<file path="src/rtl/rrh_pkg.sv">
package rrh_pkg;
  function automatic int idx_w(input int n);
    return (n > 1) ? $clog2(n) : 1;
  endfunction
endpackage

</file>
<file path="src/rtl/rrh_ffs.sv">
// lowest set bit finder
module rrh_ffs #(
  parameter int N  = 4,
  parameter int IW = 2
) (
  input  logic [N-1:0]  vec_i,
  output logic          found_o,
  output logic [IW-1:0] idx_o
);
  always_comb begin
    found_o = |vec_i;
    idx_o   = '0;
    for (int k = N - 1; k >= 0; k--) begin
      if (vec_i[k]) idx_o = IW'(k);
    end
  end
endmodule

</file>
<file path="src/rtl/rrh_pick.sv">
// cyclic search starting one past ptr_i: masked encoder, unmasked fallback
module rrh_pick #(
  parameter int N  = 4,
  parameter int IW = 2
) (
  input  logic [N-1:0]  req_i,
  input  logic [IW-1:0] ptr_i,
  output logic          found_o,
  output logic [IW-1:0] idx_o
);
  logic [N-1:0]  mask;
  logic          m_found, p_found;
  logic [IW-1:0] m_idx, p_idx;

  for (genvar g = 0; g < N; g++) begin : g_mask
    assign mask[g] = (IW'(g) > ptr_i);
  end

  rrh_ffs #(.N(N), .IW(IW)) u_masked (
    .vec_i(req_i & mask), .found_o(m_found), .idx_o(m_idx)
  );
  rrh_ffs #(.N(N), .IW(IW)) u_plain (
    .vec_i(req_i), .found_o(p_found), .idx_o(p_idx)
  );

  assign found_o = m_found | p_found;
  assign idx_o   = m_found ? m_idx : p_idx;
endmodule

</file>
<file path="src/rtl/rr_hold_arb.sv">
module rr_hold_arb #(
  parameter int N = 4
) (
  input  logic         clk_i,
  input  logic         rst_ni,
  input  logic [N-1:0] req_i,
  output logic [N-1:0] gnt_o
);
  localparam int IW = rrh_pkg::idx_w(N);

  logic [N-1:0]  gnt_q, gnt_d;
  logic [IW-1:0] ptr_q, ptr_d;
  logic          hold, found;
  logic [IW-1:0] win_idx;

  assign hold = |(gnt_q & req_i);

  rrh_pick #(.N(N), .IW(IW)) u_pick (
    .req_i(req_i), .ptr_i(ptr_q), .found_o(found), .idx_o(win_idx)
  );

  always_comb begin
    gnt_d = gnt_q;
    ptr_d = ptr_q;
    if (!hold) begin
      gnt_d = '0;
      if (found) begin
        gnt_d[win_idx] = 1'b1;
        ptr_d          = win_idx;
      end
    end
  end

  // ptr holds the last winner; reset to N-1 so requester 0 is searched first
  always_ff @(posedge clk_i or negedge rst_ni) begin
    if (!rst_ni) begin
      gnt_q <= '0;
      ptr_q <= IW'(N - 1);
    end else begin
      gnt_q <= gnt_d;
      ptr_q <= ptr_d;
    end
  end

  assign gnt_o = gnt_q;
endmodule

</file>
<file path="config.mk">
export PLATFORM = sky130hd
export DESIGN_NAME = rr_hold_arb
export DESIGN_NICKNAME = d
export VERILOG_FILES = /design/src/rtl/rrh_pkg.sv /design/src/rtl/rrh_ffs.sv /design/src/rtl/rrh_pick.sv /design/src/rtl/rr_hold_arb.sv
export SDC_FILE = /design/constraint.sdc
export NUM_CORES = 1
export LEC_CHECK = 0
export BUFFER_PORTS_ARGS = -buffer_cell sky130_fd_sc_hd__buf_4
export CAP_MARGIN = 30
export CORE_AREA = 3 3 40 42
export CTS_CLUSTER_SIZE = 12
export DETAILED_ROUTE_END_ITERATION = 8
export DIE_AREA = 0 0 43 45
export PLACE_DENSITY_LB_ADDON = 0.05
export SYNTH_ARGS = -nofsm -noshare
export SYNTH_HDL_FRONTEND = slang
export SYNTH_SLANG_ARGS = --single-unit
</file>
<file path="constraint.sdc">
create_clock -name clk_i -period 1.4 [get_ports clk_i]
set_input_delay 0.07 -clock clk_i [delete_from_list [all_inputs] [get_ports clk_i]]
set_output_delay 0.07 -clock clk_i [all_outputs]
set_load 0.01 [all_outputs]
</file>
==> impl_results.md, run 1 <==
- Status: completed
- # nets final: 53
- Post-synth net total: 38
- Dpl ws: 0.0936 ns
- Drc violations: 0
- Drt wl/cell: roughly 14 um
- CTS root buf: clkbuf_4
- Type of the worst min-delay path: input port to async pin
- YS warnings: 0
- Minimum clock period: 1.32 ns
- Grt ovf: 0
- Seq cells post-synth: 6
- Ys flop type: dfrtp_1
- Reg2Reg Depth: 4
- H-tree lvl count: 1
- Num CTS Buffers: 3
- Row count: 13
- Tcrit/Tclk final: 94.1%
- Pin count of the biggest net entering global routing: 7
- CTS tree: done
- Layout Skew: 0.00477 ns
- Worst slew pin tran: 0.328 ns
- Cell Pwr Density: 2030 nW/um^2
- Worst-path clk slew: 0.05 ns
- Gpl congestion: 0.723
- Final wirelength: 842 um
- Number of flops mapped to enable cells by yosys: 0
- Crit Path Category: flop to flop
- Max IR drop VDD: 588 uV
- Layout cells sized above 1: 44.4%
- Clock sinks: 6
- Setup ws final: 0.0819 ns
- Synthesized area per cell: about 11 um^2
- Total setup buffers inserted after CTS: 0
- Core Region: approximately 1300 um^2
- Synth cell types: 19
- Drt initial violations: 5
- Total die area: 1940 um^2
- Fin. max-slew vios: 0
- Number of global-route vias before repair: 341
- Die W: 43 um
- Worst setup endpoint: gnt_o[0]
- Initial Util: a little over a quarter
- Via count: 327
- IO Pins: 10
- Initial antenna violation count: 0
- Reg2reg setup slack: 0.08 ns
- Slew margin rel.: between 70% and 80%
- Synth cell count leaders: 4 x a22o_1, 4 x dfrtp_1
- Sum of negative setup slack: 0 ns
- PortBufs: 9
- Area share of the largest cell type after synthesis: 29.6%
- Clock Latency Late Sink: 0.25 ns
- Final hold slack: 0.156 ns
- N_diodes: 0
- Post-DP HPWL: 645 um
- Sequential element share of the synthesized area: 45.2%
- Leak: 0.213 nW
- Max Clock Freq: ~760 MHz
- Req. time, crit path: 1.54 ns
- Ranking of synthesized cells by area: dfrtp_1 30%, dfstp_2 16%, a22o_1 10%
- Final ANT Viol Nets: 0
- Unrepaired setup endpoints after global routing: false
- Vias per cell: 5.45
- Syn Std Cell Area: 338 um^2
- Final Hold Fails: 0
- FF-to-FF End: gnt_o[0]
- Cells after Synth: 32
- Critical path arrival: between 1 and 1.5 ns
- First-pass GRT wire length: 1.48 mm
- CP Launch Type: flop
- Worst Path Max Fanout: 3
- CTS Buffer Depth: 2
- GRT Total Usage: 10.9%
- Total power: around 0.93 mW
- Drt first pass iters: 3
- Max-Cap Viols: 0
- Area leader, netlist: dfrtp_1
- Critical path launch point: ptr_q[0]
- Die height: 45 um
- Ys async rst share: between 90% and 100%
- Area growth, synth to finish: 35.9%
- FF-to-FF Start: ptr_q[0]
- Final setup vio count: 0
- Crit path capture type: flop
==> flip-flops by register name (all words and copies together) (netlist names) <==
signal	count
gnt_o	4
ptr_q	2
==> power breakdown <==
part	switching, mW	internal [mW]
Clock	0.0727	0.0977
Combinational	0.206	0.215
Sequential	0.0683	0.271
Total	0.347	0.584
==> kinds of logic after synthesis <==
family,after synthesis,synth area share (%)
compound gates,14,32.2
simple gates,12,22.6
flops,6,45.2
==> how the worst min path moves through the flow <==
stage / startpoint / endpoint
global placement: rst_ni / gnt_o[3]
global route: rst_ni / gnt_o[3]
CTS: rst_ni / gnt_o[3]
detailed placement: rst_ni / gnt_o[1]
finish: rst_ni / gnt_o[3]
floorplan: rst_ni / gnt_o[0]
==> cells in the final DEF (no fill, tap or decap), types with 2 or more instances in the layout <==
cell / n
clkbuf_4: 3
nand2_1: 2
nand2b_1: 2
dfstp_2: 2
o21ai_1: 2
buf_4: 9
dfrtp_1: 4
nor2b_1: 2
a22o_1: 4
a22oi_1: 2
==> layout make-up <==
class | instances | area [um^2]
Tap cell | 15 | 18.8
Timing Repair Buffer | 10 | 77.6
Fill cell | 135 | 826
Clock buffer | 3 | 22.5
Sequential cell | 6 | 153
Multi-Input combinational cell | 26 | 188
==> stage by stage <==
stage | instances | area, um^2 | util (%)
6_report | 60 | 459 | 35.7
5_1_grt | 60 | 459 | 35.7
4_1_cts | 60 | 457 | 35.5
3_5_place_dp | 56 | 424 | 33.0
3_3_place_gp | 56 | 424 | 33.0
2_1_floorplan | 32 | 338 | -
==> metal layers <==
metal,share of wire (%),global-route usage (%),wire [um]
met1,45,13.4,381
met2,45,14.7,375
met3,6.1,4.38,51
met4,4.0,9.04,34
met5,0,0,0
==> worst max-delay path, cell delays in order (launching register included) <==
cell      delay (ns)
dfstp_2         0.53
nand2b_1        0.13
o221ai_1        0.16
nor2b_2         0.20
a22o_1          0.18
==> repair_timing <==
item,CTS,global route
endpoints found under the hold margin,6,0
gates resized for setup,0,3
hold buffers,1,0
endpoints found under the setup margin,0,3
Note: power is estimated with default switching activity, not from simulation.
==> inputs of run 2 (changes only) <==
CORE_AREA = 8 8 45 47   (was 3 3 40 42)
DIE_AREA = 0 0 53 55   (was 0 0 43 45)
==> impl_results.md, run 2 (synthesis results as in run 1) <==
- Core Region: 1380 um^2 (+7.7%)
- Setup ws final: 0.107 ns (+0.0247 ns)
- Cell Pwr Density: 2010 nW/um^2 (-1.0%)
- Sum of negative setup slack: 0 ns (unchanged)
- H-tree lvl count: 1 (unchanged)
- FF/Latch Area: 153 um^2 (unchanged)
- IO Pins: 10 (unchanged)
- PortBufs: 9 (unchanged)
- Drt first pass iters: 4 (+1)
- Final hold slack: 0.159 ns (+0.00237 ns)
- Max Clock Freq: 773 MHz (+1.9%)
- Clock sinks: 6 (unchanged)
- Final non-filler cell total: 63 (+5.0%)
- Unrepaired setup endpoints after global routing: true
- Grt ovf: 0 (unchanged)
- Req. time, crit path: 1.58 ns (+0.04 ns)
- Most frequent cells in the layout: 10 x buf_4, 4 x a22o_1, 4 x dfrtp_1
- Vias per cell: 5.17 (-5.1%)
- CTS tree: done
- Pin count of the biggest net entering global routing: 7 (unchanged)
- Status: completed
- Number of global-route vias before repair: 334 (-2.1%)
- GRT Total Usage: 6.97% (-3.9 points)
- Total setup buffers inserted after CTS: 0 (unchanged)
- First-pass GRT wire length: 1.44 mm (-3.2%)
- M1 GR Usage: 6.77% (-6.7 points)
- CTS root buf: clkbuf_4
- Initial antenna violation count: 0 (unchanged)
- Via count: 326 (-0.31%)
- GRT met2 Usage: 10.5% (-4.1 points)
- Die W: 53 um (+23%)
- Layer with the highest usage: met2
- Slew margin rel.: 71.7% (-6.0 points)
- Layout Skew: 0.0126 ns (+0.00780 ns)
- Final setup vio count: 0 (unchanged)
- Num CTS Buffers: 3 (unchanged)
- Clock Latency Late Sink: 0.25 ns (about the same)
- Drc violations: 0 (unchanged)
- Total die area: 2920 um^2 (+51%)
- Crit path capture type: flop
- Final wirelength: 870 um (+3.3%)
- Type of the worst min-delay path: input port to async pin
- Fin. max-slew vios: 0 (unchanged)
- Max-Cap Viols: 0 (unchanged)
- # nets final: 54 (+1.9%)
- Drt initial violations: 5 (unchanged)
- Initial Util: 24.4% (-1.9 points)
- Worst slew pin tran: 0.417 ns (+0.0888 ns)
- Final-layout fill cell count: 149 (+10%)
- Dpl ws: 0.0570 ns (-0.0366 ns)
- Max FFs per register: 4 (unchanged)
- Worst-path clk slew: 0.06 ns (about the same)
- CTS Buffer Depth: 2 (unchanged)
- Area growth, synth to finish: 38.9%
- Layout cells sized above 1: 42.6% (-1.9 points)
- Final ANT Viol Nets: 0 (unchanged)
- Placed insts: 58 (+3.6%)
- N_diodes: 0 (unchanged)
- Leak: 0.219 nW (+3.0%)
- Drt wl/cell: 13.8 um (-1.6%)
- GR Layer Usage met3: 4.55% (+0.16 points)
- Critical path arrival: 1.47 ns (about the same)
- Die height: 55 um (+22%)
- Crit Path Category: flop to flop
- Final Hold Fails: 0 (unchanged)
- Worst Path Max Fanout: 5 (+2)
- CP Launch Type: flop
- Tcrit/Tclk final: 92.4% (-1.8 points)
- Commonest non-fill, non-tap cell in the layout: buf_4
- Post-DP HPWL: 715 um (+11%)
- Max IR drop VDD: 664 uV (+13%)
- Row count: 14 (+1)
- Gpl congestion: 0.772 (+6.8%)
- Minimum clock period: 1.29 ns (-0.0247 ns)
- Area of the multi-input gates: 185 um^2 (-1.3%)
-- run 2: what timing repair did --
| action | 4_1_cts | 5_1_grt |
|---|---|---|
| endpoints found under the setup margin | 0 | 2 |
| endpoints found under the hold margin | 6 | 0 |
| gates resized for setup | 0 | 1 |
| hold buffers | 1 | 0 |
-- run 2: worst paths after layout --
check,from,end,slack [ns],cells after the start
max,ptr_q[1],gnt_o[0],0.11,4
min,rst_ni,gnt_o[1],0.16,2
max reg2reg,ptr_q[1],gnt_o[0],0.11,4
min reg2reg,ptr_q[0],ptr_q[0],0.49,2
max in group asynchronous,rst_ni,ptr_q[1],1.02,2
min in group clk_i,req_i[3],ptr_q[0],0.25,4
-- run 2: critical path: stages (launching register included) --
cell,delay (ns)
dfstp_2,0.56
o21ai_0,0.09
o221ai_1,0.23
nor2b_2,0.21
a22o_1,0.14
-- run 2: area by class of cell --
cell class | instances | share of cell area (%)
repair buffers | 11 | 18.1
clock buffers | 4 | 5.60
flip-flops and latches | 6 | 32.5
multi-input cells | 26 | 39.5
well taps | 16 | 4.27
-- run 2: report_power, final --
group | switching (mW) | leakage, nW | internal, mW
clock network | 0.0693 | 0.0150 | 0.108
logic | 0.210 | 0.131 | 0.223
registers | 0.0593 | 0.0731 | 0.271
total | 0.339 | 0.219 | 0.603
-- run 2: metal layers --
metal  routed length, um  vias up
li1                    -      158
met1                 376      160
met2                 416        8
met3                  78        0
met4                   0        0
met5                   0        -
-- run 2: through the flow --
| step | cell area [um^2] | total power [mW] | utilization (%) |
|---|---|---|---|
| after floorplan | 338 | 0.598 | - |
| after global placement | 433 | 0.761 | 31.3 |
| after detailed placement | 433 | 0.767 | 31.3 |
| after CTS | 469 | 0.953 | 33.9 |
| after global routing | 469 | 1.03 | 33.9 |
| final | 469 | 0.942 | 33.9 |
==> inputs of run 3 (changes only) <==
PLACE_DENSITY_LB_ADDON = unset   (was 0.05)
==> impl_results.md, run 3 (synthesis results as in run 1) <==
- Status: completed
- Internal power: 0.592 mW (-1.8%)
- Worst Path Max Fanout: 5 (unchanged)
- PortBufs: 9 (unchanged)
- Minimum clock period: 1.29 ns (-0.000581 ns)
- Switch share: 35.8% (-0.17 points)
- Grt ovf: 0 (unchanged)
- Dpl ws: 0.115 ns (+0.0582 ns)
- Critical path arrival: 1.47 ns (about the same)
- # nets final: 53 (-1.9%)
- CTS root buf: clkbuf_4
- N_diodes: 0 (unchanged)
- Area growth, synth to finish: 37.4%
- Fin. max-slew vios: 0 (unchanged)
- Initial Util: 24.4% (unchanged)
- Slew margin rel.: 71.5% (-0.26 points)
- Leak: 0.213 nW (-2.6%)
- Drt initial violations: 10 (+5)
- Critical path's largest stage delay: 0.55 ns (about the same)
- Final-layout fill cell count: 142 (-4.7%)
- Max Clock Freq: 774 MHz (about the same)
- Drt wl/cell: 12.9 um (-6.4%)
- Switching power: 0.330 mW (-2.6%)
- Seq pwr share: 35.9% (+0.8 points)
- Num CTS Buffers: 3 (unchanged)
- CTS Buffer Depth: 2 (unchanged)
- Clock Latency Late Sink: 0.24 ns (about the same)
- Final non-filler cell total: 62 (-1.6%)
- FF-to-FF End: gnt_o[1]
- Max IR drop VDD: 844 uV (+27%)
- Sum of negative setup slack: 0 ns (unchanged)
- Layout Skew: 0.00119 ns (-0.0114 ns)
- Final ANT Viol Nets: 0 (unchanged)
- Gpl congestion: 0.740 (-4.2%)
- Worst-path clk slew: 0.05 ns (about the same)
- Post-DP HPWL: 636 um (-11%)
- Pin count of the biggest net entering global routing: 7 (unchanged)
- Vias per cell: 5.08 (-1.8%)
- Setup ws final: 0.107 ns (+0.000581 ns)
- Type of the worst min-delay path: input port to async pin
- Final wirelength: 801 um (-7.9%)
- Drc violations: 0 (unchanged)
- H-tree lvl count: 1 (unchanged)
- Clock power share: 18.8% (about the same)
- Tcrit/Tclk final: 92.3% (about the same)
- GRT Total Usage: 6.04% (-0.93 points)
- Clock sinks: 6 (unchanged)
- Max FFs per register: 4 (unchanged)
- Number of global-route vias before repair: 304 (-9.0%)
- Placed insts: 57 (-1.7%)
- Via count: 315 (-3.4%)
- CTS tree: done
- FF-to-FF Start: ptr_q[1]
- Most frequent cells in the layout: 9 x buf_4, 4 x a22o_1, 4 x dfrtp_1
- Final Hold Fails: 0 (unchanged)
- Req. time, crit path: 1.58 ns (about the same)
- Largest delay contributor family on the critical path: flip-flops
- Final setup vio count: 0 (unchanged)
- Total setup buffers inserted after CTS: 0 (unchanged)
- Worst slew pin tran: 0.422 ns (+0.00514 ns)
- Slowest-stage cell, CP: dfstp_2
- Reg2reg setup slack: 0.11 ns (about the same)
- Critical path cell sequence: o21ai_0, o221ai_1, nor2b_2, a22o_1
- Unrepaired setup endpoints after global routing: false
- Crit Path Category: flop to flop
- Crit path depth: 4 (unchanged)
- Drt first pass iters: 4 (unchanged)
- CP Launch Type: flop
- IO Pins: 10 (unchanged)
- Layout cells sized above 1: 43.5% (+0.93 points)
- Max-Cap Viols: 0 (unchanged)
- Total die area: 2920 um^2 (unchanged)
- Worst path bufs/invs: 0 (unchanged)
- Commonest non-fill, non-tap cell in the layout: buf_4
- Combinational share of power: 45.3% (-0.7 points)
- Crit path capture type: flop
- Die height: 55 um (unchanged)
- Core Region: 1380 um^2 (unchanged)
- Cell Pwr Density: 1990 nW/um^2 (-1.0%)
- First-pass GRT wire length: 1.28 mm (-11%)
- Reg2Reg Depth: 4 (unchanged)
- Row count: 14 (unchanged)
- Die W: 53 um (unchanged)
- Initial antenna violation count: 0 (unchanged)
-- run 3: through the flow --
| step | util, % | hold slack [ns] | area, um^2 | power, mW |
|---|---|---|---|---|
| after global placement | 30.7 | -0.117 | 425 | 0.742 |
| after CTS | 33.4 | 0.170 | 462 | 0.926 |
| final | 33.5 | 0.171 | 464 | 0.922 |
| after floorplan | - | -0.226 | 338 | 0.598 |
| after detailed placement | 30.7 | -0.119 | 425 | 0.744 |
| after global routing | 33.5 | 0.173 | 464 | 0.996 |
-- run 3: worst max path at each step --
stage / from / end
after floorplan: ptr_q[0] / gnt_o[1]
after global placement: ptr_q[1] / gnt_o[2]
after detailed placement: ptr_q[0] / gnt_o[1]
after CTS: ptr_q[0] / gnt_o[1]
after global routing: ptr_q[1] / gnt_o[1]
final: ptr_q[1] / gnt_o[1]
-- run 3: area by class of cell --
| type | count | area (um^2) | area share [%] |
|---|---|---|---|
| multi-input cells | 26 | 188 | 40.4 |
| flip-flops and latches | 6 | 153 | 32.9 |
| repair buffers | 10 | 77.6 | 16.7 |
| clock buffers | 4 | 26.3 | 5.66 |
| well taps | 16 | 20.0 | 4.31 |
-- run 3: metal layers --
layer / wire length [um] / share of wire [%] / vias up / GRT usage, %
li1: - / - / 156 / -
met1: 355 / 44 / 150 / 6.15
met2: 352 / 44 / 9 / 8.98
met3: 94 / 12 / 0 / 4.01
met4: 0 / 0 / 0 / 3.88
met5: 0 / 0 / - / 0
-- run 3: power by group through the flow --
stage | combinational (mW) | sequential, mW | clock, mW
floorplan | 0.257 | 0.341 | 0
detailed placement | 0.411 | 0.333 | 0
CTS | 0.415 | 0.331 | 0.181
global route | 0.458 | 0.343 | 0.195
global placement | 0.408 | 0.334 | 0
finish | 0.418 | 0.331 | 0.173
-- run 3: repair_timing --
item	CTS	global route
gates resized for setup	0	1
endpoints found under the setup margin	0	2
endpoints found under the hold margin	6	0
hold buffers	1	0
